File: config.mk
export PLATFORM = sky130hd
export DESIGN_NAME = dpwr_seq
export DESIGN_NICKNAME = d
export VERILOG_FILES = /design/src/rtl/dps_pkg.sv /design/src/rtl/dps_script.sv /design/src/rtl/dps_wait_timer.sv /design/src/rtl/dps_cmd_arb.sv /design/src/rtl/dpwr_seq.sv
export SDC_FILE = /design/constraint.sdc
export NUM_CORES = 1
export LEC_CHECK = 0
export BUFFER_PORTS_ARGS = -buffer_cell sky130_fd_sc_hd__buf_2
export CORE_AREA = 4 4 88 90
export CTS_BUF_LIST = sky130_fd_sc_hd__clkbuf_16
export DETAILED_ROUTE_END_ITERATION = 10
export DIE_AREA = 0 0 92 94
export GPL_TIMING_DRIVEN = 0
export PLACE_DENSITY = 0.71
export SKIP_CTS_REPAIR_TIMING = 1
export SYNTH_ARGS = -nofsm -noshare
export SYNTH_HDL_FRONTEND = slang
export SYNTH_SLANG_ARGS = --single-unit
File: constraint.sdc
create_clock -name clk -period 3.6 [get_ports clk]
set_input_delay 0.72 -clock clk [delete_from_list [all_inputs] [get_ports clk]]
set_output_delay 0.72 -clock clk [all_outputs]
set_load 0.02 [all_outputs]
File: src/rtl/dps_pkg.sv
package dps_pkg;
  localparam int unsigned IDX_W = 8;
  localparam int unsigned VAL_W = 16;
  localparam int unsigned PC_W  = 7;
  localparam int unsigned GAMMA_N = 10;

  typedef enum logic [2:0] {
    OP_WR, OP_IDX, OP_WAIT, OP_END_PU, OP_END_ON, OP_END_OFF, OP_END_SB
  } op_e;

  typedef enum logic [2:0] {
    W_OSC, W_RAIL, W_SETTLE, W_GATE, W_RAMP, W_FADE
  } wsel_e;

  typedef struct packed {
    op_e              op;
    logic [IDX_W-1:0] idx;
    logic [VAL_W-1:0] val;
    wsel_e            wsel;
  } step_t;

  // script entry points; offsets are the order of the steps
  localparam logic [PC_W-1:0] PC_PWRUP  = 7'd0;
  localparam logic [PC_W-1:0] PC_GAMMA  = 7'd27;
  localparam logic [PC_W-1:0] PC_RESUME = 7'd40;
  localparam logic [PC_W-1:0] PC_ONTAIL = 7'd43;
  localparam logic [PC_W-1:0] PC_OFF    = 7'd53;
  localparam logic [PC_W-1:0] PC_STBY   = 7'd63;

  localparam logic [VAL_W-1:0] NORMAL_BIT = 16'h0004;

  function automatic step_t mk_wr(logic [IDX_W-1:0] i, logic [VAL_W-1:0] v);
    step_t s;
    s.op = OP_WR; s.idx = i; s.val = v; s.wsel = W_OSC;
    return s;
  endfunction

  function automatic step_t mk_idx(logic [IDX_W-1:0] i);
    step_t s;
    s.op = OP_IDX; s.idx = i; s.val = '0; s.wsel = W_OSC;
    return s;
  endfunction

  function automatic step_t mk_wait(wsel_e w);
    step_t s;
    s.op = OP_WAIT; s.idx = '0; s.val = '0; s.wsel = w;
    return s;
  endfunction

  function automatic step_t mk_end(op_e o);
    step_t s;
    s.op = o; s.idx = '0; s.val = '0; s.wsel = W_OSC;
    return s;
  endfunction

  function automatic logic [VAL_W-1:0] gamma_val(logic [3:0] k);
    case (k)
      4'd1, 4'd3: gamma_val = 16'h0704;
      4'd2, 4'd4: gamma_val = 16'h0107;
      4'd5:       gamma_val = 16'h0002;
      4'd6:       gamma_val = 16'h0707;
      4'd7:       gamma_val = 16'h0503;
      default:    gamma_val = 16'h0000;
    endcase
  endfunction
endpackage

File: src/rtl/dps_script.sv
module dps_script
  import dps_pkg::*;
(
  input  logic [PC_W-1:0] pc,
  input  logic            inv,
  input  logic            flip,
  output step_t           step
);
  logic [VAL_W-1:0] rev;
  logic [PC_W-1:0]  goff;

  assign rev  = inv ? '0 : NORMAL_BIT;
  assign goff = pc - PC_GAMMA;

  always_comb begin
    step = mk_end(OP_END_SB);
    if (pc >= PC_GAMMA && pc < PC_GAMMA + PC_W'(GAMMA_N)) begin
      step = mk_wr(8'h30 + IDX_W'(goff), gamma_val(goff[3:0]));
    end else begin
      case (pc)
        // power-up: oscillator and rails
        7'd0:  step = mk_wr(8'h10, 16'h0000);
        7'd1:  step = mk_wr(8'h00, 16'h0001);
        7'd2:  step = mk_wait(W_OSC);
        7'd3:  step = mk_wr(8'h10, 16'h4444);
        7'd4:  step = mk_wr(8'h11, 16'h0001);
        7'd5:  step = mk_wr(8'h12, 16'h0003);
        7'd6:  step = mk_wr(8'h13, 16'h1119);
        7'd7:  step = mk_wr(8'h12, 16'h0013);
        7'd8:  step = mk_wait(W_RAIL);
        7'd9:  step = mk_wr(8'h10, 16'h4440);
        7'd10: step = mk_wr(8'h13, 16'h3119);
        7'd11: step = mk_wait(W_SETTLE);
        // power-up: configuration
        7'd12: step = mk_wr(8'h01, flip ? 16'h131B : 16'h101B);
        7'd13: step = mk_wr(8'h02, 16'h0700);
        7'd14: step = mk_wr(8'h03, 16'h6020);
        7'd15: step = mk_wr(8'h04, 16'h0000);
        7'd16: step = mk_wr(8'h05, 16'h0000);
        7'd17: step = mk_wr(8'h08, 16'h0202);
        7'd18: step = mk_wr(8'h09, 16'h0000);
        7'd19: step = mk_wr(8'h0B, 16'h4400);
        7'd20: step = mk_wr(8'h0C, 16'h0110);
        7'd21: step = mk_wr(8'h40, 16'h0000);
        7'd22: step = mk_wr(8'h41, 16'h0000);
        7'd23: step = mk_wr(8'h42, 16'hDB00);
        7'd24: step = mk_wr(8'h43, 16'h0000);
        7'd25: step = mk_wr(8'h44, 16'hAF00);
        7'd26: step = mk_wr(8'h45, 16'hDB00);
        7'd37: step = mk_wr(8'h21, 16'h00AF);
        7'd38: step = mk_wr(8'h0C, 16'h0110);
        7'd39: step = mk_end(OP_END_PU);
        // resume while powered
        7'd40: step = mk_wr(8'h12, 16'h0013);
        7'd41: step = mk_wr(8'h0B, 16'h4400);
        7'd42: step = mk_wr(8'h13, 16'h3119);
        // display enable ramp
        7'd43: step = mk_wr(8'h10, 16'h4740);
        7'd44: step = mk_wait(W_GATE);
        7'd45: step = mk_wr(8'h07, 16'h0041 | rev);
        7'd46: step = mk_wait(W_RAMP);
        7'd47: step = mk_wr(8'h07, 16'h0061 | rev);
        7'd48: step = mk_wr(8'h07, 16'h0063 | rev);
        7'd49: step = mk_wait(W_RAMP);
        7'd50: step = mk_wr(8'h07, 16'h0073 | rev);
        7'd51: step = mk_idx(8'h22);
        7'd52: step = mk_end(OP_END_ON);
        // display disable
        7'd53: step = mk_wr(8'h0B, 16'h4000);
        7'd54: step = mk_wr(8'h07, 16'h0072 | rev);
        7'd55: step = mk_wait(W_FADE);
        7'd56: step = mk_wr(8'h07, 16'h0062 | rev);
        7'd57: step = mk_wait(W_FADE);
        7'd58: step = mk_wr(8'h07, 16'h0000);
        7'd59: step = mk_wr(8'h10, 16'h0000);
        7'd60: step = mk_wr(8'h12, 16'h0003);
        7'd61: step = mk_wr(8'h13, 16'h1119);
        7'd62: step = mk_end(OP_END_OFF);
        // standby
        7'd63: step = mk_wr(8'h10, 16'h0001);
        default: step = mk_end(OP_END_SB);
      endcase
    end
  end
endmodule

File: src/rtl/dps_wait_timer.sv
module dps_wait_timer
  import dps_pkg::*;
#(
  parameter int unsigned OSC_MS    = 20,
  parameter int unsigned RAIL_MS   = 40,
  parameter int unsigned SETTLE_MS = 167,
  parameter int unsigned GATE_MS   = 40,
  parameter int unsigned RAMP_MS   = 33,
  parameter int unsigned FADE_MS   = 40
)(
  input  logic  clk,
  input  logic  rst_n,
  input  logic  load,
  input  wsel_e sel,
  input  logic  tick,
  output logic  expired
);
  localparam int unsigned SUM_MS = OSC_MS + RAIL_MS + SETTLE_MS + GATE_MS + RAMP_MS + FADE_MS;
  localparam int unsigned CW     = $clog2(SUM_MS + 2);

  logic [CW-1:0] cnt, dur;

  always_comb begin
    case (sel)
      W_OSC:    dur = CW'(OSC_MS);
      W_RAIL:   dur = CW'(RAIL_MS);
      W_SETTLE: dur = CW'(SETTLE_MS);
      W_GATE:   dur = CW'(GATE_MS);
      W_RAMP:   dur = CW'(RAMP_MS);
      default:  dur = CW'(FADE_MS);
    endcase
  end

  always_ff @(posedge clk or negedge rst_n) begin
    if (!rst_n)                 cnt <= '0;
    else if (load)              cnt <= dur;
    else if (tick && cnt != '0) cnt <= cnt - 1'b1;
  end

  assign expired = (cnt == '0);
endmodule

File: src/rtl/dps_cmd_arb.sv
module dps_cmd_arb
  import dps_pkg::*;
(
  input  logic            req_power,
  input  logic            req_on,
  input  logic            req_off,
  input  logic            req_sleep,
  input  logic            powered,
  input  logic            disp,
  output logic            start,
  output logic [PC_W-1:0] entry,
  output logic            chain_on,
  output logic            chain_sleep
);
  always_comb begin
    start       = 1'b0;
    entry       = PC_PWRUP;
    chain_on    = 1'b0;
    chain_sleep = 1'b0;
    if (req_sleep) begin
      start       = 1'b1;
      chain_sleep = 1'b1;
      entry       = disp ? PC_OFF : PC_STBY;
    end else if (req_off && disp) begin
      start = 1'b1;
      entry = PC_OFF;
    end else if (req_on && !disp) begin
      start    = 1'b1;
      chain_on = 1'b1;
      entry    = powered ? PC_RESUME : PC_PWRUP;
    end else if (req_power && !powered) begin
      start = 1'b1;
      entry = PC_PWRUP;
    end
  end
endmodule

File: src/rtl/dpwr_seq.sv
module dpwr_seq
  import dps_pkg::*;
#(
  parameter int unsigned OSC_MS    = 20,
  parameter int unsigned RAIL_MS   = 40,
  parameter int unsigned SETTLE_MS = 167,
  parameter int unsigned GATE_MS   = 40,
  parameter int unsigned RAMP_MS   = 33,
  parameter int unsigned FADE_MS   = 40
)(
  input  logic             clk,
  input  logic             rst_n,
  input  logic             ms_tick,
  input  logic             cmd_power_up,
  input  logic             cmd_display_on,
  input  logic             cmd_display_off,
  input  logic             cmd_sleep,
  input  logic             opt_invert,
  input  logic             opt_flip,
  output logic             wr_valid,
  input  logic             wr_ready,
  output logic [IDX_W-1:0] wr_index,
  output logic [VAL_W-1:0] wr_value,
  output logic             wr_index_only,
  output logic             powered,
  output logic             display_active,
  output logic             busy
);
  logic            running, armed, chain_on_q, chain_sleep_q, inv_q, flip_q;
  logic [PC_W-1:0] pc;
  step_t           step;
  logic            start, chain_on, chain_sleep, expired, tmr_load;
  logic [PC_W-1:0] entry;

  dps_cmd_arb u_arb (
    .req_power  (cmd_power_up),
    .req_on     (cmd_display_on),
    .req_off    (cmd_display_off),
    .req_sleep  (cmd_sleep),
    .powered    (powered),
    .disp       (display_active),
    .start      (start),
    .entry      (entry),
    .chain_on   (chain_on),
    .chain_sleep(chain_sleep)
  );

  dps_script u_script (
    .pc  (pc),
    .inv (inv_q),
    .flip(flip_q),
    .step(step)
  );

  assign tmr_load = running && step.op == OP_WAIT && !armed;

  dps_wait_timer #(
    .OSC_MS(OSC_MS), .RAIL_MS(RAIL_MS), .SETTLE_MS(SETTLE_MS),
    .GATE_MS(GATE_MS), .RAMP_MS(RAMP_MS), .FADE_MS(FADE_MS)
  ) u_timer (
    .clk    (clk),
    .rst_n  (rst_n),
    .load   (tmr_load),
    .sel    (step.wsel),
    .tick   (ms_tick),
    .expired(expired)
  );

  always_ff @(posedge clk or negedge rst_n) begin
    if (!rst_n) begin
      running        <= 1'b0;
      armed          <= 1'b0;
      pc             <= PC_PWRUP;
      chain_on_q     <= 1'b0;
      chain_sleep_q  <= 1'b0;
      inv_q          <= 1'b0;
      flip_q         <= 1'b0;
      powered        <= 1'b0;
      display_active <= 1'b0;
    end else if (!running) begin
      if (start) begin
        running       <= 1'b1;
        armed         <= 1'b0;
        pc            <= entry;
        chain_on_q    <= chain_on;
        chain_sleep_q <= chain_sleep;
        inv_q         <= opt_invert;
        flip_q        <= opt_flip;
      end
    end else begin
      case (step.op)
        OP_WR, OP_IDX: if (wr_ready) pc <= pc + 1'b1;
        OP_WAIT: begin
          if (!armed) armed <= 1'b1;
          else if (expired) begin
            armed <= 1'b0;
            pc    <= pc + 1'b1;
          end
        end
        OP_END_PU: begin
          powered <= 1'b1;
          if (chain_on_q) pc <= PC_ONTAIL;
          else            running <= 1'b0;
        end
        OP_END_ON: begin
          display_active <= 1'b1;
          running        <= 1'b0;
        end
        OP_END_OFF: begin
          display_active <= 1'b0;
          if (chain_sleep_q) begin
            powered <= 1'b0;
            pc      <= PC_STBY;
          end else begin
            running <= 1'b0;
          end
        end
        default: begin
          powered <= 1'b0;
          running <= 1'b0;
        end
      endcase
    end
  end

  assign busy          = running;
  assign wr_valid      = running && (step.op == OP_WR || step.op == OP_IDX);
  assign wr_index      = step.idx;
  assign wr_value      = step.val;
  assign wr_index_only = running && step.op == OP_IDX;
endmodule

# Word-level counts from Yosys, hierarchy flattened
# Index checks and enable logic that the tools add are counted.
op_classes:
  n_lt_le_gt_ge: 2
  mux: 42
  eq_ne: 75
  n_bitwise: 2
  reduce_logical: 40
  add_sub_neg: 4
ops:
  columns: ["cell", "n"]
  rows:
  - ["one-hot mux 30 bit (45 select lines)", 1]
  - ["== test 7 x 6 -> 1 bit, second input constant", 27]
  - ["== test 7 x 5 -> 1 bit, second input constant", 11]
  - ["2-to-1 mux 7 bit", 10]
  - ["== test 7 x 4 -> 1 bit, second input constant", 8]
  - ["one-hot mux 11 bit (5 select lines)", 1]
  - ["2-to-1 mux 30 bit", 1]
  - ["== test 7 x 3 -> 1 bit, second input constant", 4]
  - ["one-hot mux 7 bit (4 select lines)", 1]
  - ["one-hot mux 8 bit (3 select lines)", 1]
  - ["OR reduction 2 bit", 12]
  - ["2-to-1 mux 1 bit", 18]
  - ["2-to-1 mux 9 bit", 2]
  - ["== test 4 x 3 -> 1 bit, second input constant", 4]
  - ["inequality test 3 bit, second input constant", 5]
  - ["== test 7 x 2 -> 1 bit, second input constant", 2]
  - ["2-to-1 mux 10 bit", 1]
  - ["== test 3 x 2 -> 1 bit, second input constant", 3]
  - ["== test 3 bit, second input constant", 3]
  - ["logical AND 1 bit", 9]
  - ["logical NOT 9 bit", 1]
  - ["nonzero test 9 bit", 1]
  - ["subtractor 9 x 1 -> 9 bit, second input constant", 1]
  - ["adder 6 x 7 -> 8 bit, first input constant", 1]
  - ["27 further kinds", 37]
word_totals:
  regBits: 24
  word_cells: 175
  out_inout_bits: 29

# Longest topological paths before layout
logic_depth:
  depth_word: 9
  mapped_depth: 12
  ltp_nobuf: 10

# Modules after synthesis
# A second synthesis with hierarchy kept.
unflattened:
  cells_unflattened: 437
  area_unflattened_um2: 3275.6
by_module_without_submodules:
  columns: ["mod", "cells_each", "instances", "area_per_inst_um2"]
  rows:
  - ["dps_script", 259, 1, 1612.8]
  - ["dpwr_seq", 100, 1, 972.2]
  - ["dps_wait_timer", 64, 1, 601.8]
  - ["dps_cmd_arb", 14, 1, 88.8]

# Least setup slack after synthesis
# OpenSTA, ideal clock, no wires.
synth_path:
  path_type: "flip-flop to output port"
  startpoint: "register pc[0]"
  endpoint: "output wr_value[15]"
  required_ns: 2.880
  stages_incl_launch_ff: 11
  arrival_ns: 2.711
  slack_ns: 0.169
  cell_sequence: "dfrtp_1 > inv_1 > ha_1 > or4b_2 > a211oi_1 > a211oi_1 > or3b_1 > or3_1 > nand2_1 > a21oi_1 > buf_4"
synth_via:
  elab_chain_len: 4
synth_rtl:
  columns: ["element", "line", "text"]
  rows:
  - ["start: declaration", "dpwr_seq.sv:30", "logic [PC_W-1:0] pc;"]
  - ["start signal: assignment", "dpwr_seq.sv:84", "pc <= entry;"]
  - ["start signal: assignment", "dpwr_seq.sv:92", "OP_WR, OP_IDX: if (wr_ready) pc <= pc + 1'b1;"]
  - ["start signal: assignment", "dpwr_seq.sv:97", "pc <= pc + 1'b1;"]
  - ["== test 7 x 3 -> 1 bit (tied with other cells)", "dps_script.sv:20", "case (pc)"]
  - ["OR reduction 2 bit (no source line)", null, null]
  - ["one-hot mux 30 bit (45 select lines)", "dps_script.sv:20", null]
  - ["2-to-1 mux 30 bit *", "dps_script.sv:17", "if (pc >= PC_GAMMA && pc < PC_GAMMA + PC_W'(GAMMA_N)) begin"]
  - ["end: declaration", "dpwr_seq.sv:23", "output logic [VAL_W-1:0] wr_value,"]
# Mark *: on every way between the ends. The rest lies on a longest branch, timed or not.

# Worst setup path in the final report
layout_path:
  startpoint: "register pc[0]"
  endpoint: "output wr_valid"
layout_via:
  elab_chain_len: 7
layout_rtl:
  columns: ["element", "line", "text"]
  rows:
  - ["== test 7 x 3 -> 1 bit (tied with other cells)", "dps_script.sv:20", null]
  - ["OR reduction 2 bit (no source line)", null, null]
  - ["one-hot mux 30 bit (45 select lines)", "dps_script.sv:20", null]
  - ["2-to-1 mux 30 bit *", "dps_script.sv:17", null]
  - ["== test 3 x 1 -> 1 bit or logical NOT 3 bit (tied branches)", "dpwr_seq.sv:127", "assign wr_valid = running && (step.op == OP_WR || step.op == OP_IDX);"]
  - ["logical OR 1 bit *", "dpwr_seq.sv:127", null]
  - ["logical AND 1 bit *", "dpwr_seq.sv:127", null]
  - ["end: declaration", "dpwr_seq.sv:20", "output logic wr_valid,"]
# Marked as above.

==> reports/metrics.csv <==
stage,metric,value,unit
outcome,status,"complete, but fails checks",
outcome,failing checks,negative setup slack,
synthesis,Synth cell types,76,
routing,routed vias/inst,6.333,
sta,min Tclk post-route,3.625,ns
synthesis,"EDFF count, synth",0,
critical_path,most used cell along the critical path,buf_6,
routing,DRT Pass-1 Iters,5,
synthesis,Synthesized Nets,424,
place,DP Wirelength,7902,µm
sta,Final Skew,0.003024,ns
clock_tree,CTS root buf,clkbuf_16,
critical_path,CP max stage cell,dfrtp_2,
synthesis,syn_area_per_cell,7.455,µm²
global_route,vias in the first global route,3264,
global_route,pin count of the biggest net entering global routing,25,
sta,Achievable Freq,0.2759,GHz
layout,most frequent cells in the layout,"42 x buf_2, 37 x nand2_1, 35 x nor2_1",
layout,Final #Nets,481,
layout,multi-input logic area,0.002406,mm²
clock_tree,CTS Sinks,24,
layout,register area,603.1,µm²
critical_path,RR Endpoint,pc[2],
routing,DRT iter0 DRCs,448,
min_path,Hold Path Class,input port to async pin,
clock_tree,TritonCTS buffer count,3,
place,placed cells,543,
synthesis,Synthesis Warnings,0,
critical_path,FF-to-FF path depth,10,
clock_tree,CTS tree,built,
sta,Slew headroom,21.48,%
synthesis,Synth Cell Area,0.003027,mm²
sta,fin worst setup slack,-0.02451,ns
floorplan,Die Footprint,0.008648,mm²
critical_path,"Largest delay share family, worst path",simple AND/OR/NAND/NOR gates,
sta,fin crit share,100.7,%
floorplan,die height,94,µm
synthesis,Syn Inst Count,406,
layout,layout cells sized above 1,30.30,%
place,Place WS,-0.5561,ns
routing,Total Wirelength,10990,µm
floorplan,IO Count,39,
critical_path,Worst Path Buf+Inv,3,
place,gp weighted congestion,0.9921,
synthesis,register area share after synthesis,19.84,%
synthesis,synthesized flop and latch total,24,
clock_tree,clk_lat worst skew,0.26,ns
clock_tree,Longest Clk Path Bufs,2,
place,count of buffers inserted at the top-level ports,38,
routing,via count,3553,
global_route,initial antenna violation count,0,
run,max_cap viols,0,
global_route,Global Route Usage Sum,24.01,%
global_route,global-route wire length before repair,16660,µm
routing,DRC,0,
critical_path,CP Max Fanout,10,
floorplan,Core Box Area,0.007059,mm²
critical_path,RR Startpoint,pc[0],
routing,drt wl/cell,19.58,µm
floorplan,Initial Util,42.87,%
layout,Final Non-Filler Cells,561,
critical_path,FF-to-FF setup slack,0.35,ns
critical_path,cells along the critical path,"inv_4, ha_2, buf_6, nand2b_1, o311ai_1, a21oi_2, or3b_4, or3_4, nand2_2, nor2_2, o21a_1, buf_6",
critical_path,CP max stage delay,0.52,ns
critical_path,critical path class,register to output pin,
critical_path,required time worst endpoint,2.88,ns
sta,final setup vio count,2,
sta,final hold violation count,0,
layout,fin util,54.89,%
sta,Worst Tran Pin Value,1.172,ns
layout,"most common cell after layout, fill and taps aside",buf_2,
clock_tree,Clock Pin Slew Worst Setup and Hold Paths,0.06,ns
sta,max-slew violation count,0,
layout,Synth-to-Final Area Change,28.03,%
layout,# diodes,0,
clock_tree,H-tree depth,1,
synthesis,fraction of registers with async set/reset,100.0,%
sta,final hold slack,0.4472,ns
floorplan,Core Rows,31,
sta,RSZ-0062 raised after global routing,yes,
floorplan,die width,92,µm
synthesis,ys flop type,dfrtp_1,
global_route,GRT Residual Overflow,0,
critical_path,critical path launch point type,register,
layout,fillers,675,
routing,remaining antenna violation count,0,
critical_path,WP data arrival,2.90,ns
critical_path,crit path capture type,output pin,
cell usage after synthesis (all sizes together) (4+ instances only):
| library cell | n | share of area [%] |
|---|---|---|
| mux2 | 8 | 3.3 |
| nor4 | 6 | 1.2 |
| dfrtp | 24 | 20 |
| clkbuf | 13 | 1.6 |
| ha | 8 | 3.3 |
| a21oi | 36 | 6.0 |
| a21o | 6 | 1.5 |
| nor2b | 8 | 1.7 |
| nor3b | 5 | 1.4 |
| nand4 | 8 | 1.7 |
| nor2 | 37 | 4.6 |
| and3 | 6 | 1.2 |
| xnor2 | 5 | 1.4 |
| or2 | 4 | 0.83 |
| a31oi | 10 | 2.1 |
| nand2 | 39 | 4.8 |
| buf | 21 | 5.4 |
| nor3 | 14 | 2.5 |
| mux2i | 5 | 1.7 |
| xor2 | 11 | 3.4 |
| nand3 | 18 | 3.0 |
| and2 | 4 | 0.83 |
| a211oi | 4 | 0.99 |
| nand2b | 11 | 2.3 |
| o21ai | 25 | 4.5 |
| inv | 11 | 1.4 |
| a32oi | 4 | 1.2 |
worst register-to-register path, stage by stage, from the launching register on:
cell and delay, ns:
dfrtp_2 0.52, ha_4 0.22, or3b_2 0.48, a2111oi_4 0.44, a21oi_2 0.10, buf_4 0.16
and2_1 0.18, nor3_2 0.32, nand2_1 0.20, o21ai_4 0.17, mux2_4 0.33
layout make-up:
class | instances | share of cell area (%)
multi-input combinational | 337 | 62.09
sequential | 24 | 15.56
timing repair buffer | 53 | 8.815
buffer | 33 | 6.490
tap | 99 | 3.197
clock buffer | 3 | 1.937
inverter | 11 | 1.130
clock inverter | 1 | 0.7749
stage by stage:
| stage | TNS (ns) | instance area (µm²) |
|---|---|---|
| floorplan | 0 | 3027 |
| global route | -0.4080 | 3875 |
| CTS | -10.24 | 3446 |
| finish | -0.03469 | 3875 |
| global placement | -4.439 | 3341 |
| detailed placement | -4.704 | 3341 |
registers in the layout, indices dropped and copies added, names as in the netlist:
name	count
chain_sleep_q	1
flip_q	1
display_active	1
chain_on_q	1
busy	1
inv_q	1
u_timer.cnt	9
pc	7
powered	1
armed	1
how the worst max path moves through the flow:
stage / from / endpoint / slack [ns] / cells past startpoint
finish: pc[0] / wr_valid / -0.02 / 12
global route: pc[0] / wr_valid / -0.13 / 12
CTS: pc[0] / wr_value[2] / -0.84 / 8
detailed placement: pc[0] / wr_value[2] / -0.56 / 8
global placement: pc[0] / wr_value[2] / -0.57 / 8
floorplan: pc[0] / wr_value[15] / 0.17 / 10
cell families (layout without fill, tap and decap cells):
| logic type | count (synthesis) | in the layout | share of synthesized area, % |
|---|---|---|---|
| AND/OR/NAND/NOR | 178 | 178 | 31.13 |
| AO/OA/AOI/OAI | 122 | 122 | 27.45 |
| buffers and inverters | 45 | 101 | 8.392 |
| flip-flops | 24 | 24 | 19.84 |
| XOR/XNOR | 16 | 16 | 4.878 |
| multiplexers | 13 | 13 | 5.002 |
| adder cells (fa/ha/maj) | 8 | 8 | 3.307 |
metal layers:
| layer | vias to the layer above | wire length, µm | GRT usage, % |
|---|---|---|---|
| met5 | - | 0 | 0 |
| met4 | 0 | 338 | 7.673 |
| met3 | 35 | 937 | 3.926 |
| met2 | 217 | 5146 | 39.66 |
| met1 | 1695 | 4564 | 32.02 |
| li1 | 1606 | - | - |
Power is not shown: default switching activity piles up to over one toggle a cycle in this logic, so the estimate is an artifact.
